<file path="src/rtl/pwm8_pkg.sv">
package pwm8_pkg;
    localparam int unsigned WORD_W  = 32;
    localparam int unsigned FIELD_W = 8;
    localparam int unsigned EN_BIT  = 31;
    localparam int unsigned LVL_BIT = 30;
    localparam int unsigned RLD_LSB = 8;
    localparam int unsigned DUT_LSB = 0;

    typedef enum logic {
        ST_IDLE = 1'b0,
        ST_RUN  = 1'b1
    } run_state_e;

    typedef struct packed {
        logic               en;
        logic               idle_lvl;
        logic [FIELD_W-1:0] reload;
        logic [FIELD_W-1:0] duty;
    } pwm_cfg_t;
endpackage

</file>
<file path="src/rtl/pwm8_cfg_reg.sv">
module pwm8_cfg_reg
    import pwm8_pkg::*;
(
    input  logic              clk,
    input  logic              rst_n,
    input  logic              we,
    input  logic [WORD_W-1:0] wdata,
    output pwm_cfg_t          cfg,
    output logic [WORD_W-1:0] rdata
);
    pwm_cfg_t cfg_q;

    always_ff @(posedge clk or negedge rst_n) begin
        if (!rst_n) begin
            cfg_q <= '0;
        end else if (we) begin
            cfg_q.en       <= wdata[EN_BIT];
            cfg_q.idle_lvl <= wdata[LVL_BIT];
            cfg_q.reload   <= wdata[RLD_LSB +: FIELD_W];
            cfg_q.duty     <= wdata[DUT_LSB +: FIELD_W];
        end
    end

    always_comb begin
        rdata                      = '0;
        rdata[EN_BIT]              = cfg_q.en;
        rdata[LVL_BIT]             = cfg_q.idle_lvl;
        rdata[RLD_LSB +: FIELD_W]  = cfg_q.reload;
        rdata[DUT_LSB +: FIELD_W]  = cfg_q.duty;
    end

    assign cfg = cfg_q;
endmodule

</file>
<file path="src/rtl/pwm8_prescaler.sv">
module pwm8_prescaler
    import pwm8_pkg::*;
(
    input  logic               clk,
    input  logic               rst_n,
    input  logic               run,
    input  logic [FIELD_W-1:0] reload_act,
    output logic               tick
);
    logic [FIELD_W-1:0] cnt_q;
    logic [FIELD_W-1:0] term;

    // reload 0 wraps to all-ones, giving a divide by 2**FIELD_W
    assign term = reload_act - FIELD_W'(1);
    assign tick = run && (cnt_q == term);

    always_ff @(posedge clk or negedge rst_n) begin
        if (!rst_n) begin
            cnt_q <= '0;
        end else if (!run || tick) begin
            cnt_q <= '0;
        end else begin
            cnt_q <= cnt_q + FIELD_W'(1);
        end
    end

    AST_PRE_IN_RANGE: assert property (@(posedge clk) disable iff (!rst_n)
        run |-> (cnt_q <= term));
    AST_PRE_IDLE_ZERO: assert property (@(posedge clk) disable iff (!rst_n)
        (!run && $past(!run)) |-> (cnt_q == '0));
endmodule

</file>
<file path="src/rtl/pwm8_phase_fsm.sv">
module pwm8_phase_fsm
    import pwm8_pkg::*;
(
    input  logic               clk,
    input  logic               rst_n,
    input  pwm_cfg_t           cfg,
    input  logic               tick,
    output logic               run,
    output logic [FIELD_W-1:0] reload_act,
    output logic               pwm_out
);
    localparam logic [FIELD_W-1:0] PHASE_LAST = '1;

    run_state_e         state_q, state_d;
    logic [FIELD_W-1:0] phase_q;
    logic [FIELD_W-1:0] duty_act_q;
    logic [FIELD_W-1:0] reload_act_q;

    always_comb begin
        state_d = state_q;
        unique case (state_q)
            ST_IDLE: if (cfg.en)  state_d = ST_RUN;   // start
            ST_RUN:  if (!cfg.en) state_d = ST_IDLE;  // stop
            default: state_d = ST_IDLE;
        endcase
    end

    always_ff @(posedge clk or negedge rst_n) begin
        if (!rst_n) state_q <= ST_IDLE;
        else        state_q <= state_d;
    end

    always_ff @(posedge clk or negedge rst_n) begin
        if (!rst_n) begin
            phase_q      <= '0;
            duty_act_q   <= '0;
            reload_act_q <= '0;
        end else if (state_q == ST_IDLE) begin
            phase_q <= '0;
            if (cfg.en) begin
                duty_act_q   <= cfg.duty;
                reload_act_q <= cfg.reload;
            end
        end else if (tick) begin
            phase_q <= phase_q + FIELD_W'(1);
            if (phase_q == PHASE_LAST) begin
                duty_act_q   <= cfg.duty;
                reload_act_q <= cfg.reload;
            end
        end
    end

    always_comb begin
        unique case (state_q)
            ST_IDLE: pwm_out = cfg.idle_lvl;
            ST_RUN:  pwm_out = (phase_q >= duty_act_q);
            default: pwm_out = cfg.idle_lvl;
        endcase
    end

    assign run        = (state_q == ST_RUN);
    assign reload_act = reload_act_q;

    AST_IDLE_LEVEL: assert property (@(posedge clk) disable iff (!rst_n)
        (!cfg.en && $past(!cfg.en)) |-> (pwm_out == cfg.idle_lvl));
    AST_PHASE_STEP: assert property (@(posedge clk) disable iff (!rst_n)
        (run && $past(run) && (phase_q != $past(phase_q))) |-> (phase_q == $past(phase_q) + FIELD_W'(1)));
    AST_LATCH_AT_WRAP: assert property (@(posedge clk) disable iff (!rst_n)
        (run && $past(run) && !$stable(duty_act_q)) |-> ($past(phase_q) == PHASE_LAST));
    AST_RESTART: assert property (@(posedge clk) disable iff (!rst_n)
        $rose(run) |-> (phase_q == '0));
endmodule

</file>
<file path="src/rtl/pwm8_channel.sv">
module pwm8_channel
    import pwm8_pkg::*;
(
    input  logic        clk,
    input  logic        rst_n,
    input  logic        reg_we,
    input  logic [31:0] reg_wdata,
    output logic [31:0] reg_rdata,
    output logic        pwm_out
);
    pwm_cfg_t           cfg;
    logic               run;
    logic               tick;
    logic [FIELD_W-1:0] reload_act;

    pwm8_cfg_reg u_cfg (
        .clk   (clk),
        .rst_n (rst_n),
        .we    (reg_we),
        .wdata (reg_wdata),
        .cfg   (cfg),
        .rdata (reg_rdata)
    );

    pwm8_prescaler u_pre (
        .clk        (clk),
        .rst_n      (rst_n),
        .run        (run),
        .reload_act (reload_act),
        .tick       (tick)
    );

    pwm8_phase_fsm u_fsm (
        .clk        (clk),
        .rst_n      (rst_n),
        .cfg        (cfg),
        .tick       (tick),
        .run        (run),
        .reload_act (reload_act),
        .pwm_out    (pwm_out)
    );

    AST_RSVD_READ_ZERO: assert property (@(posedge clk) disable iff (!rst_n)
        $past(reg_we) |-> (reg_rdata[29:16] == '0));
endmodule

</file>
<file path="config.mk">
export PLATFORM = sky130hd
export DESIGN_NAME = pwm8_channel
export DESIGN_NICKNAME = d
export VERILOG_FILES = /design/src/rtl/pwm8_pkg.sv /design/src/rtl/pwm8_cfg_reg.sv /design/src/rtl/pwm8_prescaler.sv /design/src/rtl/pwm8_phase_fsm.sv /design/src/rtl/pwm8_channel.sv
export SDC_FILE = /design/constraint.sdc
export NUM_CORES = 1
export LEC_CHECK = 0
export BUFFER_PORTS_ARGS = -buffer_cell sky130_fd_sc_hd__buf_2
export CORE_MARGIN = 2
export CORE_UTILIZATION = 53
export CTS_CLUSTER_SIZE = 28
export DETAILED_ROUTE_END_ITERATION = 16
export PLACE_DENSITY_LB_ADDON = 0.3
export SYNTH_ARGS = -nofsm -noshare
export SYNTH_HDL_FRONTEND = slang
export SYNTH_SLANG_ARGS = --single-unit
</file>
<file path="constraint.sdc">
create_clock -name clk -period 3.33 [get_ports clk]
set_input_delay 0.4995 -clock clk [delete_from_list [all_inputs] [get_ports clk]]
set_output_delay 0.4995 -clock clk [all_outputs]
set_load 0.03 [all_outputs]
</file>
Word-level counts from Yosys, hierarchy flattened
Index checks and enable logic that the tools add are counted.
{"block": "classes", "n_mul": 0, "n_bitwise": 1, "div_mod_pow": 0, "n_reduce_logical": 5, "n_eq_ne": 4, "n_mux": 13, "add_sub_neg": 3, "magnitude_cmp": 1, "n_shift": 0}
{"op": "8-bit two-way mux", "count": 11}
{"op": "8-bit by 1-bit adder with 8-bit output (second input constant)", "count": 2}
{"op": "8-bit equality test", "count": 1}
{"op": "8-bit equality test (second input constant)", "count": 1}
{"op": "8-bit >= comparator", "count": 1}
{"op": "8-bit by 1-bit subtractor with 8-bit output (second input constant)", "count": 1}
{"op": "2-bit != test (second input constant)", "count": 2}
{"op": "3-bit AND reduction", "count": 1}
{"op": "1-bit case mux with 2 select lines", "count": 1}
{"op": "2-bit nonzero test", "count": 1}
{"op": "1-bit logical AND", "count": 1}
{"op": "1-bit zero test", "count": 1}
{"op": "1-bit logical OR", "count": 1}
{"op": "1-bit two-way mux", "count": 1}
{"op": "1-bit NOT", "count": 1}
{"block": "totals", "ram_bits": 0, "reg_bits": 51, "output_inout_bits": 33, "in_bits": 35, "romBits": 0, "elab_cells": 36, "memories": 0, "latch_bits": 0}

Depth between registers and ports, before layout
Gate-level depths: netlist (run 1).
{"block": "logic_depth", "depth_word": 5, "depth_mapped": 9, "ltp_nobuf": 8}

Hierarchy
From an unflattened synthesis (run 1), not the netlist that was laid out.
{"block": "unflattened", "hier_cells": 250, "area_unflattened_um2": 2897.8}
{"module": "pwm8_phase_fsm", "cells_per_inst": 102, "area_per_inst_um2": 1229.9, "n_inst": 1, "seq_area_each_um2": 625.6}
{"module": "pwm8_cfg_reg", "cells_per_inst": 71, "area_per_inst_um2": 965.9, "n_inst": 1, "seq_area_each_um2": 450.4}
{"module": "pwm8_prescaler", "cells_per_inst": 77, "area_per_inst_um2": 701.9, "n_inst": 1, "seq_area_each_um2": 200.2}

Worst setup path before layout (run 1)
OpenSTA, ideal clock, no wires.
{"block": "synth_timing", "path_kind": "reg-to-output", "start": "register u_fsm.phase_q[0]", "end": "output port pwm_out", "arrival_time_ns": 1.990, "setup_slack_ns": 0.841, "path_stages_with_launch": 9, "cell_sequence": "dfrtp_1 inv_1 ha_1 nand2b_1 a21o_1 a21oi_1 nor2b_1 o2111ai_1 a221oi_1"}
{"block": "synth_between", "elab_chain_len": 2}
{"item": "start, declared", "line_no": "pwm8_phase_fsm.sv:15", "source": "logic [FIELD_W-1:0] phase_q;"}
{"item": "start signal, assigned", "line_no": "pwm8_phase_fsm.sv:45", "source": "phase_q <= phase_q + FIELD_W'(1);"}
{"item": "8-bit >= comparator", "line_no": "pwm8_phase_fsm.sv:56", "source": "ST_RUN: pwm_out = (phase_q >= duty_act_q);"}
{"item": "1-bit case mux with 2 select lines", "line_no": "pwm8_phase_fsm.sv:54", "source": "unique case (state_q)"}
{"item": "end, declared", "line_no": "pwm8_channel.sv:9", "source": "output logic pwm_out"}
Every way passes these cells.

Final worst setup path (run 1)
{"block": "layout_timing", "start": "register u_fsm.reload_act_q[0], in the netlist u_fsm.reload_act[0]", "end": "register u_fsm.duty_act_q[3]"}
{"block": "layout_between", "elab_chain_len": 5}
{"item": "start, declared", "line_no": "pwm8_phase_fsm.sv:17", "source": "logic [FIELD_W-1:0] reload_act_q;"}
{"item": "start signal, assigned", "line_no": "pwm8_phase_fsm.sv:42", "source": "reload_act_q <= cfg.reload;"}
{"item": "start signal, assigned", "line_no": "pwm8_phase_fsm.sv:48", "source": "reload_act_q <= cfg.reload;"}
{"item": "8-bit by 1-bit subtractor with 8-bit output", "line_no": "pwm8_prescaler.sv:14", "source": "assign term = reload_act - FIELD_W'(1);"}
{"item": "8-bit equality test", "line_no": "pwm8_prescaler.sv:15", "source": "assign tick = run && (cnt_q == term);"}
{"item": "1-bit logical AND", "line_no": "pwm8_prescaler.sv:15"}
{"item": "2-bit != test (no source line)"}
{"item": "3-bit AND reduction (no source line)"}
{"item": "end signal, assigned", "line_no": "pwm8_phase_fsm.sv:41", "source": "duty_act_q <= cfg.duty;"}
{"item": "end signal, assigned", "line_no": "pwm8_phase_fsm.sv:47", "source": "duty_act_q <= cfg.duty;"}
{"item": "end, declared", "line_no": "pwm8_phase_fsm.sv:16", "source": "logic [FIELD_W-1:0] duty_act_q;"}
Every way passes these cells.
A chain may end at the register's enable or synchronous reset.

==> metrics.md, run 1 <==
| Metric | Value |
|---|---|
| Primary FF master, synth | dfrtp_1 |
| Drt drc | 0 |
| Slew Limit Fails | 0 |
| Post-synthesis sequential area ratio | 47.0% |
| Xor-xnor portion of the synthesized cell area | between 4 and 5% |
| Ys async rst share | 100% |
| Hold_buf cts | 0 |
| Worst setup SP type | flop |
| Vias after detailed routing | 1856 |
| Yosys cell types | 47 |
| First-pass GRT wire length | between 8000 and 9000 um |
| Post_cts resized | 0 |
| Max cap viols | 0 |
| Post-synth EDFFs | 0 |
| Post-DRT Antenna Nets | 0 |
| Initial Utilization | a little over half |
| Mapped cell area | roughly 0.0027 mm2 |
| Most common cell after layout, fill and taps aside | dfrtp_1 |
| Core area | between 0.005 and 0.006 mm2 |
| Final Hold Viols | 0 |
| Pwr Density | 555 mW/mm2 |
| Final worst path period share | around four fifths |
| Setup Buffers After CTS | 0 |
| # IOs | 68 |
| Max FO, Critical Path | 13 |
| Routed wire length | between 4000 and 5000 um |
| Clock sink total | 51 |
| GRT Total Usage | 18.5% |
| I/O Buffers | 39 |
| Syn Inst Count | about 240 |
| Hold Crit Class | primary input to asynchronous set/reset pin |
| H-tree depth | 2 |
| Row cnt | 26 |
| Worst R2R End | u_fsm.duty_act_q[3]$_DFFE_PN0P_ |
| CP Data Required Time | around 3500 ps |
| Kind of critical path | flop to flop |
| Grt ovf | 0 |
| Mux cell area share after synthesis | between 10% and 20% |
| Root Buffer | clkbuf_8 |
| Post-Route Setup TNS | 0 ps |
| Combinational family with the most area after synthesis | multiplexers |
| Worst-skew pair later-pin latency | around 300 ps |
| CTS tree | built |
| CTS buffer count | 5 |
| Worst r2r src | u_fsm.reload_act[0]$_DFFE_PN0P_ |
| Setup violators final | 0 |
| Clk_skew | approximately 7.0 ps |
| Routability congestion estimate from global placement | 0.793 |
| Outcome | complete, no violations |
| Die span in x | 75.6 um |
| Flop2flop setup slack | approximately 640 ps |
| Post-Synth Adder-Cell Area | under 10% |
| Die Area | about 0.0057 mm2 |
| Hpwl dp | between 3000 and 4000 um |
| Largest net degree at the start of global routing | 52 |
| Ys Warns | 0 |
| Area growth, synth to finish | 11.4% |
| Synth Area in Compound Gates | 8.43% |
| Vias in the first global route | around 1700 |
| Worst Path Arrival | between 2000 and 3000 ps |
| Critical Path End Type | flop |
| ANT cells | 0 |
| RSZ-0062 raised after global routing | no |
| R2R depth | 9 |
| Syn Area/Cell | roughly 11 um2 |
| Drt via density | 5.33 |
| Final #Nets | 323 |
| FF+latch count, synth | 51 |
| Synth Area in Simple Gates | 12.3% |
| Bufs on Longest Clock Path | 2 |
| Initial DRT Pass Iterations | 4 |
| Layout cells sized above 1 | 28.8% |
| Max rail drop VDD | about 0.00042 V |
| Overall Power | 1.68 mW |
| Least-Margin Pin Slew | ~1100 ps |
| Max-slew headroom | approximately a quarter |
| Clock slew at reported path FFs | ~90 ps |
| Initial antenna violation count | 0 |
| Fmax | 371 MHz |
| Starting DRT DRC Count | between 100 and 150 |
| Routed len/inst | around 14 um |
| Die height | around 76 um |
| Commonest non-fill, non-tap cells in the layout | 51 x dfrtp_1, 39 x buf_2, 24 x mux2_2 |
| Min cycle time layout | ~2700 ps |
| Leak | approximately 1.4 nW |
[area by class of cell]
type / count / area, um2
Fill cell: 430 / 1980
Tap cell: 70 / 87.6
Timing Repair Buffer: 41 / 210
Clock inverter: 2 / 35.0
Clock buffer: 6 / 82.6
Sequential cell: 51 / 1280
Inverter: 15 / 56.3
Multi-Input combinational cell: 163 / 1280
[layer usage]
layer | wire, um | GRT usage [%]
met5 | 0 | 0
met4 | 23 | 4.87
met3 | 202 | 4.10
met2 | 2290 | 29.5
met1 | 2260 | 25.9
[Yosys cell counts, types with 4 or more instances]
library cell	count	area share, %
o31ai_1	5	1.4
ha_1	11	5.1
or4_1	5	1.4
nand4_1	5	1.2
inv_1	15	2.1
nand2_1	4	0.55
xor2_1	10	3.2
buf_4	16	4.4
mux2_2	24	9.9
dfrtp_1	51	47
mux2_1	10	4.1
a21oi_1	9	1.7
nand3_1	12	2.2
nor2_1	13	1.8
xnor2_1	4	1.3
clkbuf_1	5	0.69
[per-stage QoR]
step / setup WS, ps / instances / instance area (um2) / util [%] / hold WS, ps
6_report: 638 / 348 / 3030 / 60.4 / 400
5_1_grt: 452 / 348 / 3030 / 60.4 / 421
4_1_cts: 618 / 348 / 3030 / 60.4 / 416
3_5_place_dp: 658 / 340 / 2910 / 58.0 / 427
3_3_place_gp: 696 / 340 / 2910 / 58.0 / 404
2_1_floorplan: 841 / 252 / 2770 / - / 204
[logic make-up after synthesis]
group | Yosys count
other | 1
DFF | 51
adders and majority gates | 11
and+or+nand+nor | 56
xor gates and xnor gates | 14
AOI/OAI and AO/OA | 32
muxes | 36
buffers and inverters | 38
[state kept, by name, summed over array words and instances (netlist names)]
| name | count |
|---|---|
| u_fsm.duty_act_q | 8 |
| u_fsm.phase_q | 8 |
| u_cfg.cfg | 18 |
| u_pre.cnt_q | 8 |
| u_fsm.run | 1 |
| u_fsm.reload_act | 8 |
[worst max-delay path, stage by stage, from the launching register on]
cell       delay, ps
dfrtp_1          450
inv_1             80
ha_1             210
or3b_4           410
o31a_1           260
o21ai_1          170
a2111oi_2         60
a21oi_2          280
buf_4            290
mux2_2           360
[worst max-delay path by stage]
stage | start | to | slack, ps | cells after the start
after floorplan | u_fsm.phase_q[0]$_DFFE_PN0N_ | pwm_out | 840 | 8
after global placement | u_fsm.reload_act[0]$_DFFE_PN0P_ | u_fsm.duty_act_q[7]$_DFFE_PN0P_ | 700 | 9
after detailed placement | u_fsm.reload_act[0]$_DFFE_PN0P_ | u_fsm.duty_act_q[3]$_DFFE_PN0P_ | 660 | 9
after CTS | u_fsm.phase_q[0]$_DFFE_PN0N_ | pwm_out | 620 | 9
after global routing | u_fsm.phase_q[0]$_DFFE_PN0N_ | pwm_out | 450 | 9
final | u_fsm.reload_act[0]$_DFFE_PN0P_ | u_fsm.duty_act_q[3]$_DFFE_PN0P_ | 640 | 9
[where the power goes]
group | internal [mW] | total, mW | switching, mW
registers | 0.705 | 0.799 | 0.0942
clock network | 0.243 | 0.443 | 0.200
logic | 0.184 | 0.438 | 0.254
Power figures use the tool's default switching activity.
==> inputs of run 2 (changes only) <==
--- a/config.mk
+++ b/config.mk
@@ -5,9 +5,10 @@
 export SDC_FILE = /design/constraint.sdc
 export NUM_CORES = 1
 export LEC_CHECK = 0
+export ABC_AREA = 1
 export BUFFER_PORTS_ARGS = -buffer_cell sky130_fd_sc_hd__buf_2
 export CORE_MARGIN = 2
-export CORE_UTILIZATION = 53
+export CORE_UTILIZATION = 49
 export CTS_CLUSTER_SIZE = 28
 export DETAILED_ROUTE_END_ITERATION = 16
 export PLACE_DENSITY_LB_ADDON = 0.3
==> constraint.sdc (replaced) <==
create_clock -name clk -period 2.2 [get_ports clk]
set_input_delay 0.33 -clock clk [delete_from_list [all_inputs] [get_ports clk]]
set_output_delay 0.33 -clock clk [all_outputs]
set_load 0.03 [all_outputs]
==> run 2 against run 1 <==
Effect of this change:
- non-clock buffer count rose by 13
- cell count rose by 30%
- wire length rose by 15%
- register-to-register slack got worse by 400 ps
- sequential share of layout area fell by 3.4 points
- final area rose by 9.1%
- critical path depth fell by 1
- clock skew fell by 2.0 ps
- highest routed layer unchanged
- power rose by 50%
==> metrics.md, run 2 <==
| Metric | Value |
|---|---|
| Clk_skew | between 5 and 6 ps |
| Final Hold Viols | 0 |
| Die height | a little over 80 um |
| Core area | 0.00582 mm2 |
| Vias in the first global route | between 2000 and 2500 |
| FF+latch count, synth | slightly above 50 |
| Ys Warns | 0 |
| Worst r2r src | u_fsm.reload_act[1]$_DFFE_PN0P_ |
| Post-DRT Antenna Nets | 0 |
| Initial antenna violation count | 0 |
| Metal2 WL | around 2600 um |
| Root Buffer | clkbuf_8 |
| Overall Power | approximately 2.5 mW |
| I/O Buffers | 39 |
| Most frequent cell after synthesis | nand2_1 |
| Cell taking the most area after synthesis | dfrtp_1 |
| R2R depth | 13 |
| Worst R2R End | u_fsm.duty_act_q[0]$_DFFE_PN0P_ |
| Starting DRT DRC Count | 128 |
| Setup violators final | 0 |
| Met1 WL | approximately 2600 um |
| Synth area leaders | dfrtp_1 44%, nand2_1 8.9%, nand3_1 6.9%, mux2_2 6.2%, ha_1 4.7% |
| Mapped cell area | ~0.0029 mm2 |
| Yosys cell types | 32 |
| Leak | ~1.7 nW |
| CTS tree | built |
| Worst setup SP type | flop |
| Primary FF master, synth | dfrtp_1 |
| Vias after detailed routing | around 2300 |
| Layout cells sized above 1 | 27.2% |
| CP Data Required Time | about 1900 ps |
| Clock sink total | 51 |
| Max FO, Critical Path | 4 |
| Routed len/inst | 12.2 um |
| Ys async rst share | 100% |
| Commonest non-fill, non-tap cells in the layout | 68 x nand2_1, 49 x dfrtp_1, 40 x nand3_1 |
| Yosys top cell area share | 44.0% |
| Initial DRT Pass Iterations | 4 |
| Largest net degree at the start of global routing | 39 |
| Hpwl dp | around 4200 um |
| Routed wire length | 5510 um |
| Least-Margin Pin Slew | between 800 and 900 ps |
| ANT cells | 0 |
| Util after Layout | between 50% and 60% |
| Worst-skew pair later-pin latency | approximately 300 ps |
| Max rail drop VDD | 0.000557 V |
| Initial Utilization | between 40% and 50% |
| Post-synth EDFFs | 0 |
| Syn Inst Count | 330 |
| Drt drc | 0 |
| Met3 routed WL | about 210 um |
| Clock slew at reported path FFs | ~90 ps |
| Bufs on Longest Clock Path | 2 |
| Outcome | complete, no violations |
| Row cnt | 28 |
| Post-synthesis sequential area ratio | around 44% |
| GRT Total Usage | between 10% and 20% |
| Pwr Density | between 700 and 800 mW/mm2 |
| Grt ovf | 0 |
| Fmax | 482 MHz |
| CTS buffer count | 5 |
| Largest register FFs | 18 |
| Synth top cells by count | 69 x nand2_1, 51 x dfrtp_1, 40 x nand3_1 |
| Die Area | 0.00654 mm2 |
| First-pass GRT wire length | ~9400 um |
| # IOs | just under 70 |
| Worst Path Arrival | approximately 1700 ps |
| Most common cell after layout, fill and taps aside | nand2_1 |
| Max cap viols | 0 |
| Die span in x | 80.9 um |
| H-tree depth | 2 |
| Syn Area/Cell | 8.78 um2 |
| Max-slew headroom | 44.1% |
| Critical Path End Type | output port |
| Min cycle time layout | between 2000 and 2500 ps |
| Flop2flop setup slack | approximately 240 ps |
| Final worst path period share | 94.3% |
| Top Metal Used | met4 |
| Kind of critical path | flop to output port |
| Slew Limit Fails | 0 |
| Area growth, synth to finish | 13.9% |
| Routability congestion estimate from global placement | ~0.87 |
| Final #Nets | ~430 |
| Hold Crit Class | primary input to asynchronous set/reset pin |
| Drt via density | approximately 5.1 |
## run 2: worst max path at each step
stage                                                  to  cells past startpoint                             from
after global placement       u_fsm.phase_q[5]$_DFFE_PN0N_                     13  u_fsm.reload_act[1]$_DFFE_PN0P_
after floorplan           u_fsm.duty_act_q[4]$_DFFE_PN0P_                     14  u_fsm.reload_act[0]$_DFFE_PN0P_
final                                             pwm_out                      8     u_fsm.phase_q[5]$_DFFE_PN0N_
after global routing                              pwm_out                      8     u_fsm.phase_q[5]$_DFFE_PN0N_
after detailed placement  u_fsm.duty_act_q[0]$_DFFE_PN0P_                     13  u_fsm.reload_act[1]$_DFFE_PN0P_
after CTS                                         pwm_out                      8     u_fsm.phase_q[6]$_DFFE_PN0N_
## run 2: worst max-delay path, stage by stage, from the launching register on
cell and delay (ps):
dfrtp_1 440, ha_1 320, nand2_1 60, nor2_2 100, nand4_1 120, o2111ai_2 110, nand2_1 80, o21ai_2 70
buf_6 150
## run 2: layer usage
layer  GRT usage, %  vias to the layer above
met5              0                        -
met4           6.61                        0
met3           2.67                        6
met2           28.9                       53
met1           25.7                     1076
li1               -                     1158
## run 2: per-stage QoR
stage / worst slack (ps) / std cells / instance area, um2 / hold slack (ps) / setup TNS [ps]
2_1_floorplan: 429 / 343 / 2950 / 34.4 / 0
4_1_cts: 11.9 / 447 / 3220 / 146 / 0
5_1_grt: -17.8 / 453 / 3300 / 191 / -17.8
3_5_place_dp: 257 / 441 / 3140 / 421 / 0
3_3_place_gp: 292 / 441 / 3140 / 409 / 0
6_report: 126 / 453 / 3300 / 126 / 0
## run 2: cells by family after synthesis
family                     Yosys count  synth area share [%]
buffers and inverters               63                  11.1
and+or+nand+nor                    159                  26.7
xor gates and xnor gates            11                  3.32
AOI/OAI and AO/OA                   18                  3.80
adders and majority gates           11                  4.75
other                                1                 0.129
muxes                               16                  6.22
DFF                                 51                  44.0
## run 2: area by class of cell
cell class | instances | area [um2]
Timing Repair Buffer | 54 | 327
Sequential cell | 51 | 1280
Tap cell | 75 | 93.8
Fill cell | 535 | 2520
Inverter | 38 | 143
Clock inverter | 1 | 7.51
Multi-Input combinational cell | 229 | 1380
Clock buffer | 5 | 68.8
## run 2: where the power goes
part	leakage, nW	internal [mW]	switching, mW
sequential	0.639	1.06	0.119
combinational	1.02	0.312	0.538
clock	0.0361	0.212	0.286
total	1.70	1.58	0.942
## run 2: repair_timing
| action | 4_1_cts | 5_1_grt |
|---|---|---|
| pin swaps | 0 | 1 |
| setup endpoints to repair | 1 | 1 |
| setup buffers | 0 | 6 |
| hold buffers | 0 | 0 |
| resized for setup | 1 | 11 |
